[src/rtl/mpuart_pkg.sv]
package mpuart_pkg;

  localparam logic [1:0] ADDR_CTRL = 2'd0;
  localparam logic [1:0] ADDR_STAT = 2'd1;
  localparam logic [1:0] ADDR_TXD  = 2'd2;
  localparam logic [1:0] ADDR_RXD  = 2'd3;

  typedef struct packed {
    logic       wake_en;
    logic       rx_en;
    logic       tx_en;
    logic       rts;
    logic [2:0] fmt;   // [2] eight data bits, [1] parity on, [0] two stops
  } ctrl_t;

  function automatic logic [3:0] data_bits(logic [2:0] fmt);
    return fmt[2] ? 4'd8 : 4'd7;
  endfunction

  function automatic logic has_extra(logic [2:0] fmt, logic mp);
    return mp | fmt[1];
  endfunction

  // bits captured after the start bit: data, extra, first stop
  function automatic logic [3:0] rx_span(logic [2:0] fmt, logic mp);
    return data_bits(fmt) + {3'd0, has_extra(fmt, mp)} + 4'd1;
  endfunction

  // total bit slots in a transmitted frame
  function automatic logic [3:0] tx_span(logic [2:0] fmt, logic mp);
    return 4'd1 + data_bits(fmt) + {3'd0, has_extra(fmt, mp)} +
           (fmt[0] ? 4'd2 : 4'd1);
  endfunction

  function automatic logic even_par(logic [7:0] d, logic [2:0] fmt);
    return fmt[2] ? ^d : ^d[6:0];
  endfunction

  function automatic logic [11:0] build_frame(logic [7:0] d, logic [2:0] fmt,
                                              logic mp, logic mpb);
    logic [11:0] f;
    logic [3:0]  nd;
    f    = '1;
    f[0] = 1'b0;
    nd   = data_bits(fmt);
    for (int i = 0; i < 8; i++)
      if (i < int'(nd)) f[i+1] = d[i];
    if (has_extra(fmt, mp))
      f[nd + 4'd1] = mp ? mpb : even_par(d, fmt);
    return f;
  endfunction

endpackage

[src/rtl/mpuart_tx.sv]
module mpuart_tx
  import mpuart_pkg::*;
#(
  parameter int OVS = 16
) (
  input  logic       clk,
  input  logic       rst_n,
  input  logic       tick,
  input  logic       en,
  input  logic [2:0] fmt,
  input  logic       mp,
  input  logic       mpb_in,
  input  logic       wr,
  input  logic [7:0] wdata,
  output logic       tx_o,
  output logic       tdre,
  output logic       busy
);
  localparam int CW = $clog2(OVS);
  localparam logic [CW-1:0] LAST = CW'(OVS - 1);

  logic [7:0]    hold;
  logic [11:0]   shreg;
  logic [3:0]    left;
  logic [CW-1:0] sub;
  logic          load_evt;

  assign load_evt = en && !busy && !tdre;
  assign tx_o     = busy ? shreg[0] : 1'b1;

  always_ff @(posedge clk or negedge rst_n) begin
    if (!rst_n) begin
      hold  <= '0;
      shreg <= '1;
      left  <= '0;
      sub   <= '0;
      busy  <= 1'b0;
      tdre  <= 1'b1;
    end else begin
      if (wr) hold <= wdata;
      if (wr) tdre <= 1'b0;
      else if (load_evt) tdre <= 1'b1;
      if (!en) begin
        busy <= 1'b0;
      end else if (load_evt) begin
        shreg <= build_frame(hold, fmt, mp, mpb_in);
        left  <= tx_span(fmt, mp);
        sub   <= '0;
        busy  <= 1'b1;
      end else if (busy && tick) begin
        if (sub == LAST) begin
          sub   <= '0;
          shreg <= {1'b1, shreg[11:1]};
          left  <= left - 4'd1;
          if (left == 4'd1) busy <= 1'b0;
        end else begin
          sub <= sub + 1'b1;
        end
      end
    end
  end

  AST_TX_ABORT_IDLE: assert property (@(posedge clk) disable iff (!rst_n)
    !en |=> tx_o);
  AST_TDRE_HELD: assert property (@(posedge clk) disable iff (!rst_n)
    (!en && !wr) |=> $stable(tdre));

endmodule

[src/rtl/mpuart_rx.sv]
module mpuart_rx
  import mpuart_pkg::*;
#(
  parameter int OVS  = 16,
  parameter int SYNC = 2
) (
  input  logic       clk,
  input  logic       rst_n,
  input  logic       tick,
  input  logic       en,
  input  logic [2:0] fmt,
  input  logic       mp,
  input  logic       rx_i,
  output logic       done,
  output logic [7:0] data,
  output logic       extra,
  output logic       stop
);
  localparam int CW = $clog2(OVS);
  localparam logic [CW-1:0] LAST = CW'(OVS - 1);
  localparam logic [CW-1:0] MID  = CW'(OVS / 2 - 1);

  typedef enum logic [1:0] {RX_IDLE, RX_START, RX_BITS, RX_WAIT} rx_state_t;

  rx_state_t     state;
  logic [SYNC-1:0] sy;
  logic          rx_s;
  logic [CW-1:0] cnt;
  logic [3:0]    bidx;
  logic [9:0]    sh;
  logic [3:0]    nd;
  logic          ext_on;

  assign rx_s   = sy[SYNC-1];
  assign nd     = data_bits(fmt);
  assign ext_on = has_extra(fmt, mp);
  assign data   = fmt[2] ? sh[7:0] : {1'b0, sh[6:0]};
  assign extra  = ext_on ? sh[nd] : 1'b0;
  assign stop   = sh[nd + {3'd0, ext_on}];

  always_ff @(posedge clk or negedge rst_n) begin
    if (!rst_n) begin
      sy    <= '1;
      state <= RX_IDLE;
      cnt   <= '0;
      bidx  <= '0;
      sh    <= '0;
      done  <= 1'b0;
    end else begin
      sy   <= {sy[SYNC-2:0], rx_i};
      done <= 1'b0;
      if (!en) begin
        state <= RX_IDLE;
      end else begin
        case (state)
          RX_IDLE: if (!rx_s) begin
            state <= RX_START;
            cnt   <= '0;
          end
          RX_START: if (tick) begin
            if (cnt == MID) begin
              cnt   <= '0;
              bidx  <= '0;
              state <= rx_s ? RX_IDLE : RX_BITS;
            end else cnt <= cnt + 1'b1;
          end
          RX_BITS: if (tick) begin
            if (cnt == LAST) begin
              cnt      <= '0;
              sh[bidx] <= rx_s;
              if (bidx == rx_span(fmt, mp) - 4'd1) begin
                done  <= 1'b1;
                state <= RX_WAIT;
              end else bidx <= bidx + 4'd1;
            end else cnt <= cnt + 1'b1;
          end
          default: if (rx_s) state <= RX_IDLE;
        endcase
      end
    end
  end

  AST_RX_DONE_PULSE: assert property (@(posedge clk) disable iff (!rst_n)
    done |=> !done);

endmodule

[src/rtl/mpuart_wake_flags.sv]
module mpuart_wake_flags
  import mpuart_pkg::*;
(
  input  logic       clk,
  input  logic       rst_n,
  input  logic       done,
  input  logic [7:0] data,
  input  logic       extra,
  input  logic       stop,
  input  logic [2:0] fmt,
  input  logic       mp,
  input  logic       wake_en,
  input  logic       rd_clr,
  input  logic       err_clr,
  output logic       rdrf,
  output logic [7:0] rdr,
  output logic       ovr,
  output logic       fe,
  output logic       pe,
  output logic       brk,
  output logic       last_mpb
);
  logic accept;
  logic take;
  logic fe_evt, pe_evt, brk_evt;

  assign accept  = !mp || !wake_en || extra;
  assign take    = done && accept;
  assign fe_evt  = !stop;
  assign pe_evt  = !mp && fmt[1] && (extra != even_par(data, fmt));
  assign brk_evt = !stop && (data == 8'd0) && !extra;

  always_ff @(posedge clk or negedge rst_n) begin
    if (!rst_n) begin
      rdrf     <= 1'b0;
      rdr      <= '0;
      ovr      <= 1'b0;
      fe       <= 1'b0;
      pe       <= 1'b0;
      brk      <= 1'b0;
      last_mpb <= 1'b0;
    end else begin
      if (rd_clr) rdrf <= 1'b0;
      if (err_clr) begin
        ovr <= 1'b0;
        fe  <= 1'b0;
        pe  <= 1'b0;
        brk <= 1'b0;
      end
      if (done && mp) last_mpb <= extra;
      if (take) begin
        if (rdrf && !rd_clr) begin
          ovr <= 1'b1;
        end else begin
          rdr  <= data;
          rdrf <= 1'b1;
        end
        if (fe_evt)  fe  <= 1'b1;
        if (pe_evt)  pe  <= 1'b1;
        if (brk_evt) brk <= 1'b1;
      end
    end
  end

  AST_WAKE_BLOCK: assert property (@(posedge clk) disable iff (!rst_n)
    (done && mp && wake_en && !extra && !rd_clr && !err_clr)
      |=> ($stable(rdrf) && $stable(rdr) && $stable({ovr, fe, pe, brk})));
  AST_MP_OFF_ACCEPT: assert property (@(posedge clk) disable iff (!rst_n)
    (done && !mp) |=> rdrf);
  AST_OVERRUN_SET: assert property (@(posedge clk) disable iff (!rst_n)
    (take && rdrf && !rd_clr) |=> (ovr && $stable(rdr)));
  AST_ERR_CLEAR: assert property (@(posedge clk) disable iff (!rst_n)
    (err_clr && !done) |=> !(ovr || fe || pe || brk));

endmodule

[src/rtl/mpuart_chan.sv]
module mpuart_chan
  import mpuart_pkg::*;
#(
  parameter int OVS  = 16,
  parameter int SYNC = 2
) (
  input  logic       clk,
  input  logic       rst_n,
  input  logic       mp_fmt,
  input  logic       baud_tick,
  input  logic       reg_wr,
  input  logic       reg_rd,
  input  logic [1:0] reg_addr,
  input  logic [7:0] reg_wdata,
  output logic [7:0] reg_rdata,
  input  logic       rx_i,
  output logic       tx_o,
  output logic       rts_o
);
  ctrl_t      ctrl;
  logic       tx_mpb;
  logic       wr_ctrl, wr_stat, wr_txd, rd_rxd, err_clr;
  logic       tdre, tx_busy;
  logic       rx_done, rx_extra, rx_stop;
  logic [7:0] rx_data;
  logic       rdrf, ovr, fe, pe, brk, last_mpb;
  logic [7:0] rdr;

  assign wr_ctrl = reg_wr && (reg_addr == ADDR_CTRL);
  assign wr_stat = reg_wr && (reg_addr == ADDR_STAT);
  assign wr_txd  = reg_wr && (reg_addr == ADDR_TXD);
  assign rd_rxd  = reg_rd && (reg_addr == ADDR_RXD);
  assign err_clr = wr_ctrl && !reg_wdata[3];
  assign rts_o   = ctrl.rts;

  always_ff @(posedge clk or negedge rst_n) begin
    if (!rst_n) begin
      ctrl   <= '0;
      tx_mpb <= 1'b0;
    end else begin
      if (wr_ctrl) ctrl <= ctrl_t'({reg_wdata[7:4], reg_wdata[2:0]});
      if (wr_stat) tx_mpb <= reg_wdata[7];
    end
  end

  always_comb begin
    case (reg_addr)
      ADDR_CTRL: reg_rdata = {ctrl.wake_en, ctrl.rx_en, ctrl.tx_en, ctrl.rts,
                              mp_fmt & last_mpb, ctrl.fmt};
      ADDR_STAT: reg_rdata = {tx_mpb, rdrf, tdre, ovr, fe, pe, brk, 1'b0};
      ADDR_RXD:  reg_rdata = rdr;
      default:   reg_rdata = 8'd0;
    endcase
  end

  mpuart_tx #(.OVS(OVS)) tx_i (
    .clk(clk), .rst_n(rst_n), .tick(baud_tick), .en(ctrl.tx_en),
    .fmt(ctrl.fmt), .mp(mp_fmt), .mpb_in(tx_mpb), .wr(wr_txd),
    .wdata(reg_wdata), .tx_o(tx_o), .tdre(tdre), .busy(tx_busy)
  );

  mpuart_rx #(.OVS(OVS), .SYNC(SYNC)) rx_u (
    .clk(clk), .rst_n(rst_n), .tick(baud_tick), .en(ctrl.rx_en),
    .fmt(ctrl.fmt), .mp(mp_fmt), .rx_i(rx_i), .done(rx_done),
    .data(rx_data), .extra(rx_extra), .stop(rx_stop)
  );

  mpuart_wake_flags flags_u (
    .clk(clk), .rst_n(rst_n), .done(rx_done), .data(rx_data),
    .extra(rx_extra), .stop(rx_stop), .fmt(ctrl.fmt), .mp(mp_fmt),
    .wake_en(ctrl.wake_en), .rd_clr(rd_rxd), .err_clr(err_clr),
    .rdrf(rdrf), .rdr(rdr), .ovr(ovr), .fe(fe), .pe(pe), .brk(brk),
    .last_mpb(last_mpb)
  );

  AST_RTS_WRITE: assert property (@(posedge clk) disable iff (!rst_n)
    wr_ctrl |=> (rts_o == $past(reg_wdata[4])));
  AST_RX_OFF_QUIET: assert property (@(posedge clk) disable iff (!rst_n)
    (!ctrl.rx_en && $past(!ctrl.rx_en)) |-> !rx_done);
  AST_BUSY_NEEDS_EN: assert property (@(posedge clk) disable iff (!rst_n)
    tx_busy |-> $past(ctrl.tx_en));

endmodule

[config.mk]
export PLATFORM = sky130hd
export DESIGN_NAME = mpuart_chan
export DESIGN_NICKNAME = d
export VERILOG_FILES = /design/src/rtl/mpuart_pkg.sv /design/src/rtl/mpuart_tx.sv /design/src/rtl/mpuart_rx.sv /design/src/rtl/mpuart_wake_flags.sv /design/src/rtl/mpuart_chan.sv
export SDC_FILE = /design/constraint.sdc
export NUM_CORES = 1
export LEC_CHECK = 0
export ABC_AREA = 1
export BUFFER_PORTS_ARGS = -buffer_cell sky130_fd_sc_hd__buf_2
export CAP_MARGIN = 20
export CORE_UTILIZATION = 46
export CTS_BUF_LIST = sky130_fd_sc_hd__clkbuf_4
export CTS_CLUSTER_DIAMETER = 50
export DETAILED_ROUTE_END_ITERATION = 8
export REMOVE_ABC_BUFFERS = 1
export SYNTH_ARGS = -nofsm -noshare
export SYNTH_HDL_FRONTEND = slang
export SYNTH_HIERARCHICAL = 1
export SYNTH_SLANG_ARGS = --single-unit
[constraint.sdc]
create_clock -name clk -period 1.95 [get_ports clk]
set_input_delay 0.39 -clock clk [delete_from_list [all_inputs] [get_ports clk]]
set_output_delay 0.39 -clock clk [all_outputs]
set_load 0.02 [all_outputs]
* Yosys cells after proc, flatten, opt, wreduce, memory -nomap -nowiden
Cells that the tools add are included.
** Word-level totals
- Word-level logic and storage cells :: 228
- Flip-flop bits (word level) :: 75
- Input bits :: 17
** Cells by class
- Reduce and logical (&&, ||, !) cells :: 47
- Equal/unequal tests :: 27
- Muxes and demuxes :: 102
- Magnitude comparators :: 14
- Add/sub/neg operators :: 10
- Bitwise logic cells :: 3
** Operator list (number)
- 4-bit 2-to-1 mux :: 17
- 1-bit 2-to-1 mux :: 60
- 12-bit 2-to-1 mux :: 4
- 8-bit case mux with 3 select lines :: 1
- 4-bit by 1-bit adder with 4-bit output, second input constant :: 5
- 4-bit by 5-bit less-than comparator with 1-bit output, second input constant :: 4
- 2-bit 2-to-1 mux :: 10
- 1-bit logical AND :: 17
- 3-bit by 4-bit less-than comparator with 1-bit output, first input constant :: 4
- 8-bit XOR reduction :: 2
- 7-bit AND reduction :: 2
- 7-bit XOR reduction :: 2
- 12-bit bitwise mux :: 1
- 4-bit case mux with 3 select lines :: 1
- 10-bit bitwise mux :: 1
- 3-bit by 1-bit != test with 1-bit output, second input constant :: 3
- 3-bit by 2-bit != test with 1-bit output, second input constant :: 3
- 3-bit != test, second input constant :: 3
- 4-bit by 1-bit adder with 4-bit output :: 2
- 1-bit binary-select mux with 4-bit select :: 2
- 1-bit demux with 4-bit select :: 2
- 4-bit equality test, second input constant :: 2
- 4-bit by 1-bit greater-or-equal comparator with 1-bit output, second input constant :: 2
- 1-bit zero test :: 8
- 28 further kinds :: 45

* Logic depth before layout (Yosys ltp)
Gate-level depths: netlist of run 1.
- Depth in word-level cells :: 10
- Gate-level depth with buffers :: 11

* Hierarchy
The synthesis of run 1 kept the hierarchy.
** By module, submodules not included
- mpuart_tx :: instances 1, cells an instance 205, area an instance 1651.6 µm², seq. area each 714.4 µm²
- mpuart_rx :: instances 1, cells an instance 167, area an instance 1398.8 µm², seq. area each 578.1 µm²
- mpuart_wake_flags :: instances 1, cells an instance 88, area an instance 780.7 µm², seq. area each 350.3 µm²
- mpuart_chan :: instances 1, cells an instance 77, area an instance 551.8 µm², seq. area each 200.2 µm²

* Least setup slack after synthesis of run 1
No wires, ideal clock.
- Kind :: register -> register
- Start point :: register ctrl[2] in the netlist's numbering
- End point :: register flags_u.rdr[4]
- Library setup time :: 0.118 ns
- Setup slack :: 0.338 ns
- Stages on the path, launching flop included :: 10
- Required time :: 1.832 ns
- Buffers on the path :: 1
- Arrival time :: 1.494 ns
- Clock period less this slack :: 1.612 ns
- Cells stage by stage :: dfrtp_1 -> inv_1 -> nand2_1 -> a21oi_1 -> inv_2 -> nand3_4 -> nand3_4 -> buf_6 -> nand2_2 -> o21ai_2
** Between the ends
- Word-level cells in the longest chain between the ends :: 7
** RTL lines
- from (decl) :: RTL line mpuart_chan.sv:20 : ctrl_t ctrl;
- from (signal assigned) :: RTL line mpuart_chan.sv:41 : if (wr_ctrl) ctrl <= ctrl_t'({reg_wdata[7:4], reg_wdata[2:0]});
- 4-bit 2-to-1 mux :: RTL line mpuart_pkg.sv:17 : return fmt[2] ? 4'd8 : 4'd7;
- 1-bit binary-select mux with 4-bit select :: RTL line mpuart_rx.sv:38 : assign extra = ext_on ? sh[nd] : 1'b0;
- 1-bit 2-to-1 mux (implied by the code) :: RTL line mpuart_rx.sv:38
- 1-bit 2-to-1 mux :: RTL line mpuart_rx.sv:38
- named net rx_extra :: RTL line mpuart_chan.sv:24 : logic rx_done, rx_extra, rx_stop;
- 1-bit logical OR :: RTL line mpuart_wake_flags.sv:27 : assign accept = !mp || !wake_en || extra;
- 1-bit logical AND :: RTL line mpuart_wake_flags.sv:28 : assign take = done && accept;
- 2-bit AND reduction (no source line)
- to (signal assigned) :: RTL line mpuart_wake_flags.sv:55 : rdr <= data;
- to (decl) :: RTL line mpuart_wake_flags.sv:16 : output logic [7:0] rdr,
The timed path passes the listed nets, and every way through them passes these cells. The select of a mux whose other input is x is not followed.
A chain may end at the register's enable or synchronous reset.

* Final worst setup path of run 1
- Start point :: register ctrl[2] in the netlist's numbering
- End point :: output port reg_rdata[2]
** Between the ends
- Word-level cells in the longest chain between the ends :: 1
** RTL lines
- 8-bit case mux with 3 select lines :: RTL line mpuart_chan.sv:47 : case (reg_addr)
- to (decl) :: RTL line mpuart_chan.sv:15 : output logic [7:0] reg_rdata,
No other way between the ends.

==> flow_metrics.py, run 1 <==
metrics = {
    "sta": {
        "post-route-min-period_ns": 1.815,
        "worst_slack_ns": 0.1355,
        "slew_violations": 0,
        "skew_ns": 0.01169,
        "min_period_over_period_pct": 93.05,
        "finalHoldViolations": 0,
        "rsz0062_at_grt": "no",
        "setup_tns_ns": 0,
        "final-setup-viol-count": 0,
        "clock.fmax_mhz": 551.1,
        "slew-limit-headroom_pct": 67.31,
        "worst_slew_pin_slew_ns": 0.4903,
    },
    "drt": {
        "wl_mm": 9.307,
        "drt_iter0_markers": 117,
        "vias_per_cell": 5.083,
        "drtAntennaViolNets": 0,
        "first_pass_iters": 4,
        "wl_per_cell_um": 13.28,
        "vias": 3563,
        "drc": 0,
    },
    "placement": {
        "dp_hpwl_mm": 6.817,
        "place_congestion": 0.7628,
        "dp_worst_setup_slack_ns": 0.1286,
        "io_buffers": 26,
        "placed_area_um2": 4576,
    },
    "floorplanning": {
        "core-area_um2": 9240,
        "chipWidth_um": 99.61,
        "num_rows": 35,
        "ios": 27,
        "die-area_um2": 9922,
        "die_h_um": 99.61,
        "initial_core_util_pct": 47.43,
    },
    "worst_setup_path": {
        "r2r_cells": 6,
        "cp_max_fo": 7,
        "worstSetupEndpointType": "output port",
        "r2r-end": "tx_i/left[1]",
        "cp.arrival_ns": 1.42,
        "critPathMaxStageDelay_ns": 0.50,
        "rrSetupSlack_ns": 0.24,
        "crit_slowest_cell": "dfrtp_1",
        "path_cells": "buf_4, nand2_1, nand3_1, buf_2",
        "r2r_start": "ctrl[1]",
        "critPathLaunchType": "flop",
        "cp_data_required_time_ns": 1.56,
        "crit_type": "reg -> out",
    },
    "final_layout": {
        "n_antenna_cell": 0,
        "fin_area_um2": 4736,
        "layout.nets": 601,
        "drive_gt1_share_pct": 21.85,
        "area_growth_syn_to_layout_pct": 8.050,
    },
    "power_and_ir_drop": {
        "p_int_mw": 2.621,
        "p_clk_share_pct": 23.3,
        "swShare_pct": 36.33,
        "leakagePower_nw": 2.290,
        "comb_power_share_pct": 28.5,
        "irDropWorstVdd_mv": 0.3244,
        "p_seq_share_pct": 48.2,
        "p_switching_mw": 1.496,
        "powerDensity_nw_per_um2": 869.3,
    },
    "clock_tree": {
        "root_buffer": "clkbuf_4",
        "htreeDepth": 3,
        "clkSinkCount": 73,
        "cts_setup_buffers": 0,
        "cts_tree": "yes",
        "cts_buffer_depth": 2,
        "cts_buffers": 9,
        "clk_latency_ns": 0.42,
        "clk_pin_slew_worst_paths_ns": 0.12,
    },
    "synth": {
        "avgSynthCellArea_um2": 8.162,
        "ys_top_cells_by_count": "nand2_1 (159), nand3_1 (68), dfrtp_1 (60)",
        "synth.largest_area_cell": "dfrtp_1",
        "ys_ff_latch": 73,
        "synth_area_leaders": "dfrtp_1 (34%), nand2_1 (14%), dfstp_2 (7.8%)",
        "synth.cell_area_um2": 4383,
        "synth-edff-count": 0,
        "ys.flop_type": "dfrtp_1",
        "synth_top_area_share_pct": 34.26,
        "ys_seq_area_share_pct": 42.05,
        "yosysUniqueCellTypes": 47,
        "yosysWarnings": 6,
        "async_reset_ff_share_pct": 100.0,
        "yosysMostFrequentCell": "nand2_1",
        "synthCells": 537,
    },
    "worst_hold_path": {
        "min_delay_path_depth": 3,
        "hold_start": "reg_wdata[3]",
        "min_to": "tx_i/hold[3]",
        "min_path_type": "in -> reg",
    },
    "outcome": {
        "outcome": "complete, no violations",
    },
    "global_routing": {
        "use_met3_pct": 4.006,
        "grt_use_total_pct": 21.39,
        "antenna_found_initial": 0,
        "grt_busiest_layer": "met2",
        "met1_usage_pct": 28.63,
        "grt_pass1_wl_mm": 16.64,
        "use_met2_pct": 35.36,
        "grt_pass1_vias": 3430,
        "grt-ovfl-total": 0,
        "grt_start_max_net_pins": 37,
    },
    "run": {
        "cap_violations": 0,
    },
}
layout make-up:
type	instances	area, µm²
clock buffers	9	67.56
clock inverters	7	70.07
fillers	932	4504
inverters	61	236.5
multi-input cells	382	2115
flip-flops and latches	73	1843
well taps	129	161.4
repair buffers	40	242.7
power by group through the flow:
stage          Sequential [mW]  Combinational (mW)  Clock [mW]
4_1_cts                   1.99                1.19        1.00
5_1_grt                   2.02                1.36        1.06
3_5_place_dp              2.01                1.18           0
6_report                  1.98                1.17       0.959
3_3_place_gp              2.01                1.16           0
2_1_floorplan             1.97               0.876           0
registers in the layout, summed over array words and instances, names as in the netlist, 2 cells and up:
signal / cells
flags_u/rdr: 8
tx_i/hold: 8
rx_u/cnt: 4
tx_i/shreg: 10
tx_i/sub: 4
rx_u/sy: 2
rx_u/sh: 10
tx_i/left: 4
rx_u/state: 2
rx_u/bidx: 4
ctrl: 6
worst max-delay path: cells and delay by family (launching register included):
kind / cells / cell delay, ns
DFF: 1 / 0.50
buffers and inverters: 2 / 0.36
and+or+nand+nor: 2 / 0.15
worst max path at each step:
stage                       start             end  slack, ns  cells after the start
after global placement     mp_fmt    tx_i/left[1]       0.16                      7
after CTS                 ctrl[2]    reg_rdata[2]       0.11                      4
after detailed placement   mp_fmt    tx_i/left[1]       0.13                      7
after global routing      ctrl[2]    reg_rdata[2]       0.04                      4
final                     ctrl[2]    reg_rdata[2]       0.14                      4
after floorplan           ctrl[2]  flags_u/rdr[0]       0.34                      8
logic make-up after synthesis:
logic type | after synthesis | share of synthesized area [%]
AND/OR/NAND/NOR | 290 | 31.74
AO/OA/AOI/OAI | 71 | 10.59
flip-flops | 73 | 42.05
XOR/XNOR | 3 | 0.5996
multiplexers | 1 | 0.2284
adder cells (fa/ha/maj) | 17 | 5.024
buffers and inverters | 82 | 9.763
timing repair:
action,4_1_cts,5_1_grt
hold buffers,1,1
gates resized for setup,0,1
endpoints found under the setup margin,0,11
hold endpoints to repair,26,1
placed cells by master (no fill, tap or decap), drive strengths merged:
master,synthesis,final
nor2,34,34
ha,16,16
a32oi,1,1
nor3,3,3
and3,1,1
nand4,7,7
o21ai,44,44
clkbuf,3,9
buf,18,38
dfrtp,60,60
fa,1,1
xnor2,1,1
or2,3,3
and3b,1,1
dlygate4sd3,0,2
bufinv,0,1
o211ai,2,2
nand3,71,71
dfstp,13,13
clkinvlp,0,3
nor4,1,1
nand2,168,168
a21oi,14,14
a31oi,8,8
clkinv,0,2
inv,61,62
mux2i,1,1
xor2,2,2
nor3b,1,1
o22ai,2,2
layer usage:
layer	part of all wire [%]	vias to the layer above
li1	-	1802
met5	0	-
met2	49	37
met1	48	1717
met4	0.98	0
met3	2.4	7
stage by stage:
step | total power [mW] | util (%) | hold WS (ns) | instances
after floorplan | 2.844 | - | 0.09441 | 516
after global placement | 3.170 | 49.52 | 0.3459 | 683
after detailed placement | 3.191 | 49.52 | 0.3472 | 683
after CTS | 4.174 | 51.12 | 0.01180 | 700
after global routing | 4.437 | 51.25 | 0.1761 | 701
final | 4.117 | 51.25 | 0.1952 | 701
Note: power is estimated with default switching activity, not from simulation.
==> inputs of run 2 (changes only) <==
CTS_BUF_LIST = default   (was sky130_fd_sc_hd__clkbuf_4)
==> flow_metrics.py, run 2 (synthesis gave the netlist of run 1 again) <==
metrics = {
    "drt": {
        "drc": 0,
        "vias": 3535,
        "drtAntennaViolNets": 0,
        "first_pass_iters": 4,
        "vias_per_cell": 5.057,
        "wl_per_cell_um": 13.41,
        "drt_iter0_markers": 117,
        "wl_mm": 9.372,
    },
    "floorplanning": {
        "ios": 27,
        "die_h_um": 99.61,
        "core-area_um2": 9240,
        "die-area_um2": 9922,
        "num_rows": 35,
        "chipWidth_um": 99.61,
        "initial_core_util_pct": 47.43,
    },
    "final_layout": {
        "final_common_cell": "nand2_1",
        "area_growth_syn_to_layout_pct": 9.107,
        "n_antenna_cell": 0,
        "drive_gt1_share_pct": 22.11,
        "layout.nets": 599,
        "reg_top3": "rx_u/sh x10, tx_i/shreg x10",
        "fin_area_um2": 4782,
        "layout_common_cells": "nand2_1 (159), nand3_1 (68), dfrtp_1 (60)",
    },
    "sta": {
        "final-setup-viol-count": 0,
        "min_period_over_period_pct": 88.12,
        "hold_slack_ns": -0.002199,
        "slew_violations": 0,
        "setup_tns_ns": 0,
        "clock.fmax_mhz": 582.0,
        "skew_ns": 0.007370,
        "slew-limit-headroom_pct": 67.52,
        "worst_slew_pin_slew_ns": 0.4872,
        "rsz0062_at_grt": "no",
        "finalHoldViolations": 1,
        "post-route-min-period_ns": 1.718,
    },
    "clock_tree": {
        "htreeDepth": 3,
        "cts_buffer_depth": 2,
        "clk_latency_ns": 0.34,
        "root_buffer": "clkbuf_8",
        "cts_tree": "yes",
        "clk_pin_slew_worst_paths_ns": 0.08,
        "hold_buffers": 0,
        "clkSinkCount": 73,
        "cts_buffers": 9,
        "post_cts_resized": 0,
        "cts_setup_buffers": 0,
    },
    "global_routing": {
        "use_met3_pct": 3.654,
        "met1_usage_pct": 28.81,
        "grt_pass1_wl_mm": 16.74,
        "antenna_found_initial": 0,
        "grt_use_total_pct": 21.36,
        "grt_busiest_layer": "met2",
        "grt-ovfl-total": 0,
        "grt_pass1_vias": 3478,
        "grt_start_max_net_pins": 37,
        "use_met2_pct": 35.63,
    },
    "outcome": {
        "violations": "hold timing",
        "outcome": "finished, violations left",
    },
    "power_and_ir_drop": {
        "leakagePower_nw": 2.310,
        "powerDensity_nw_per_um2": 918.0,
        "irDropWorstVdd_mv": 0.5151,
    },
    "worst_setup_path": {
        "cp.arrival_ns": 1.33,
        "cp_max_fo": 7,
        "r2r_cells": 6,
        "rrSetupSlack_ns": 0.25,
        "cp_data_required_time_ns": 1.56,
        "worstSetupEndpointType": "output port",
        "critPathLaunchType": "flop",
        "r2r_start": "ctrl[1]",
        "r2r-end": "tx_i/left[1]",
        "crit_type": "reg -> out",
    },
    "worst_hold_path": {
        "min_path_type": "in -> async",
    },
    "run": {
        "cap_violations": 0,
    },
    "placement": {
        "placed_area_um2": 4576,
        "dp_hpwl_mm": 6.817,
        "place_congestion": 0.7628,
        "io_buffers": 26,
    },
}
run 2: stage by stage:
step                util, %  std cells  worst slack [ns]  total power [mW]  hold WS, ns
finish                51.75        699            0.2317             4.390    -0.002199
global route          51.75        699           0.06900             4.706      0.01630
CTS                   51.73        699            0.1456             4.441     0.004520
detailed placement    49.52        683            0.1286             3.191       0.3472
global placement      49.52        683            0.1556             3.170       0.3459
floorplan                 -        516            0.3402             2.844      0.09441
run 2: critical path, stage by stage, from the launching register on:
cell,delay (ns)
dfrtp_1,0.48
buf_4,0.20
nand2_1,0.07
nand3_1,0.08
buf_2,0.16
run 2: worst max-delay path by stage:
stage / start / depth (start not counted) / to / slack [ns]
6_report: ctrl[2] / 4 / reg_rdata[2] / 0.23
5_1_grt: ctrl[2] / 11 / flags_u/pe / 0.07
4_1_cts: rx_u/state[0] / 7 / rx_u/sh[9] / 0.15
3_5_place_dp: mp_fmt / 7 / tx_i/left[1] / 0.13
3_3_place_gp: mp_fmt / 7 / tx_i/left[1] / 0.16
2_1_floorplan: ctrl[2] / 8 / flags_u/rdr[0] / 0.34
run 2: area by class of cell:
class | instances | area [µm²]
clock inverter | 6 | 66.31
timing repair buffer | 38 | 222.7
multi-input combinational | 382 | 2115
fill | 921 | 4458
inverter | 61 | 236.5
tap | 129 | 161.4
sequential | 73 | 1843
clock buffer | 10 | 137.6
run 2: power breakdown:
part           switching (mW)  leakage, nW  total (mW)  internal, mW
logic                   0.743         1.28        1.17         0.431
registers               0.186        0.936        1.99          1.80
clock network           0.601       0.0949        1.23         0.628
run 2: metal layers:
layer  share of wire [%]  up-vias
met5                   0        -
met4                0.31        0
met3                 1.7        2
met2                  50       31
met1                  48     1703
li1                    -     1799
==> inputs of run 3 (changes only) <==
CELL_PAD_IN_SITES_DETAIL_PLACEMENT = 1   (was default)
CELL_PAD_IN_SITES_GLOBAL_PLACEMENT = 1   (was default)
PLACE_DENSITY_LB_ADDON = 0.1   (was default)
==> flow_metrics.py, run 3 (synthesis gave the netlist of run 1 again) <==
metrics = {
    "drt": {
        "wl_per_cell_um": 15.46,
        "drtAntennaViolNets": 0,
        "drc": 0,
        "first_pass_iters": 4,
        "vias": 3595,
        "vias_per_cell": 5.158,
        "drt_iter0_markers": 106,
        "wl_mm": 10.78,
    },
    "worst_setup_path": {
        "cpLargestDelayFamily": "flip-flops",
        "worstSetupEndpointType": "output port",
        "critPathBufInv": 2,
        "critPathMaxStageDelay_ns": 0.56,
        "path_cells": "buf_4, nand2_1, nand3_1, buf_2",
        "cp_max_fo": 10,
        "cp.arrival_ns": 1.45,
        "crit_type": "reg -> out",
        "cp_data_required_time_ns": 1.56,
        "critPathLaunchType": "flop",
        "crit_slowest_cell": "dfrtp_1",
    },
    "final_layout": {
        "area_growth_syn_to_layout_pct": 9.849,
        "layout_common_cells": "nand2_1 (159), nand3_1 (68), dfrtp_1 (60)",
        "reg_top3": "rx_u/sh x10, tx_i/shreg x10",
        "layout.nets": 597,
        "drive_gt1_share_pct": 21.83,
        "final_common_cell": "nand2_1",
        "n_antenna_cell": 0,
        "fin_area_um2": 4815,
    },
    "placement": {
        "placed_area_um2": 4573,
        "io_buffers": 26,
        "dp_hpwl_mm": 8.083,
        "place_congestion": 0.7713,
    },
    "power_and_ir_drop": {
        "leakagePower_nw": 2.333,
        "powerDensity_nw_per_um2": 965.9,
        "irDropWorstVdd_mv": 0.3785,
    },
    "clock_tree": {
        "htreeDepth": 3,
        "root_buffer": "clkbuf_8",
        "cts_buffers": 9,
        "clk_latency_ns": 0.35,
        "clkSinkCount": 73,
        "cts_buffer_depth": 2,
        "clk_pin_slew_worst_paths_ns": 0.08,
        "cts_tree": "yes",
        "hold_buffers": 0,
    },
    "sta": {
        "finalHoldViolations": 0,
        "post-route-min-period_ns": 1.841,
        "clock.fmax_mhz": 543.1,
        "min_period_over_period_pct": 94.43,
        "rsz0062_at_grt": "no",
        "setup_tns_ns": 0,
        "final-setup-viol-count": 0,
        "slew-limit-headroom_pct": 66.44,
        "worst_slew_pin_slew_ns": 0.5034,
        "skew_ns": 0.006528,
        "slew_violations": 0,
    },
    "floorplanning": {
        "ios": 27,
        "core-area_um2": 9240,
        "die-area_um2": 9922,
        "chipWidth_um": 99.61,
        "initial_core_util_pct": 47.43,
        "num_rows": 35,
        "die_h_um": 99.61,
    },
    "global_routing": {
        "grt-ovfl-total": 0,
        "use_met2_pct": 42.25,
        "grt_start_max_net_pins": 39,
        "use_met3_pct": 2.600,
        "met1_usage_pct": 30.32,
        "grt_use_total_pct": 23.82,
        "grt_pass1_wl_mm": 18.55,
        "grt_pass1_vias": 3808,
        "antenna_found_initial": 0,
        "grt_busiest_layer": "met2",
    },
    "outcome": {
        "outcome": "complete, no violations",
    },
    "worst_hold_path": {
        "min_path_type": "in -> async",
    },
    "run": {
        "cap_violations": 0,
    },
}
## run 3: path summary, 6_finish.rpt
check | slack [ns] | cells after the start | end | startpoint
setup / recovery | 0.11 | 4 | reg_rdata[2] | ctrl[2]
hold / removal | 0.0007 | 1 | tx_i/hold[5] | rst_n
setup reg to reg | 0.16 | 7 | rx_u/sh[5] | rx_u/state[0]
hold reg to reg | 0.36 | 0 | rx_u/sy[1] | rx_u/sy[0]
max in group asynchronous | 1.33 | 2 | tx_i/tdre | rst_n
min in group clk | 0.14 | 1 | rx_u/sy[0] | rx_i
## run 3: per-stage QoR
step / instances / setup slack, ns / util, % / hold WS, ns / power, mW
floorplan: 516 / 0.3402 / - / 0.09441 / 2.844
global placement: 681 / 0.1596 / 49.49 / 0.3460 / 3.178
detailed placement: 681 / 0.08736 / 49.49 / 0.3496 / 3.256
CTS: 697 / 0.07046 / 52.08 / 0.01664 / 4.704
global route: 697 / 0.004808 / 52.11 / 0.03692 / 4.926
finish: 697 / 0.1086 / 52.11 / 0.0007410 / 4.650
## run 3: where the power goes
| group | total (mW) | switching, mW | internal, mW |
|---|---|---|---|
| clock network | 1.42 | 0.598 | 0.826 |
| registers | 2.00 | 0.199 | 1.80 |
| logic | 1.23 | 0.794 | 0.432 |
| total | 4.65 | 1.59 | 3.06 |
## run 3: timing repair
item,in CTS,in global routing
setup buffers,0,0
endpoints found under the setup margin,0,10
gates resized for setup,0,1
## run 3: final cells by class
| class | instances | area (µm²) |
|---|---|---|
| clock inverters | 4 | 73.82 |
| multi-input cells | 382 | 2115 |
| flip-flops and latches | 73 | 1843 |
| clock buffers | 12 | 165.2 |
| inverters | 61 | 236.5 |
| repair buffers | 36 | 220.2 |
| fillers | 1145 | 4425 |
| well taps | 129 | 161.4 |
## run 3: metal layers
metal	part of all wire, %	vias to the layer above
met5	0	-
met4	1.3	0
met3	1.3	12
met2	51	29
met1	46	1768
li1	-	1786
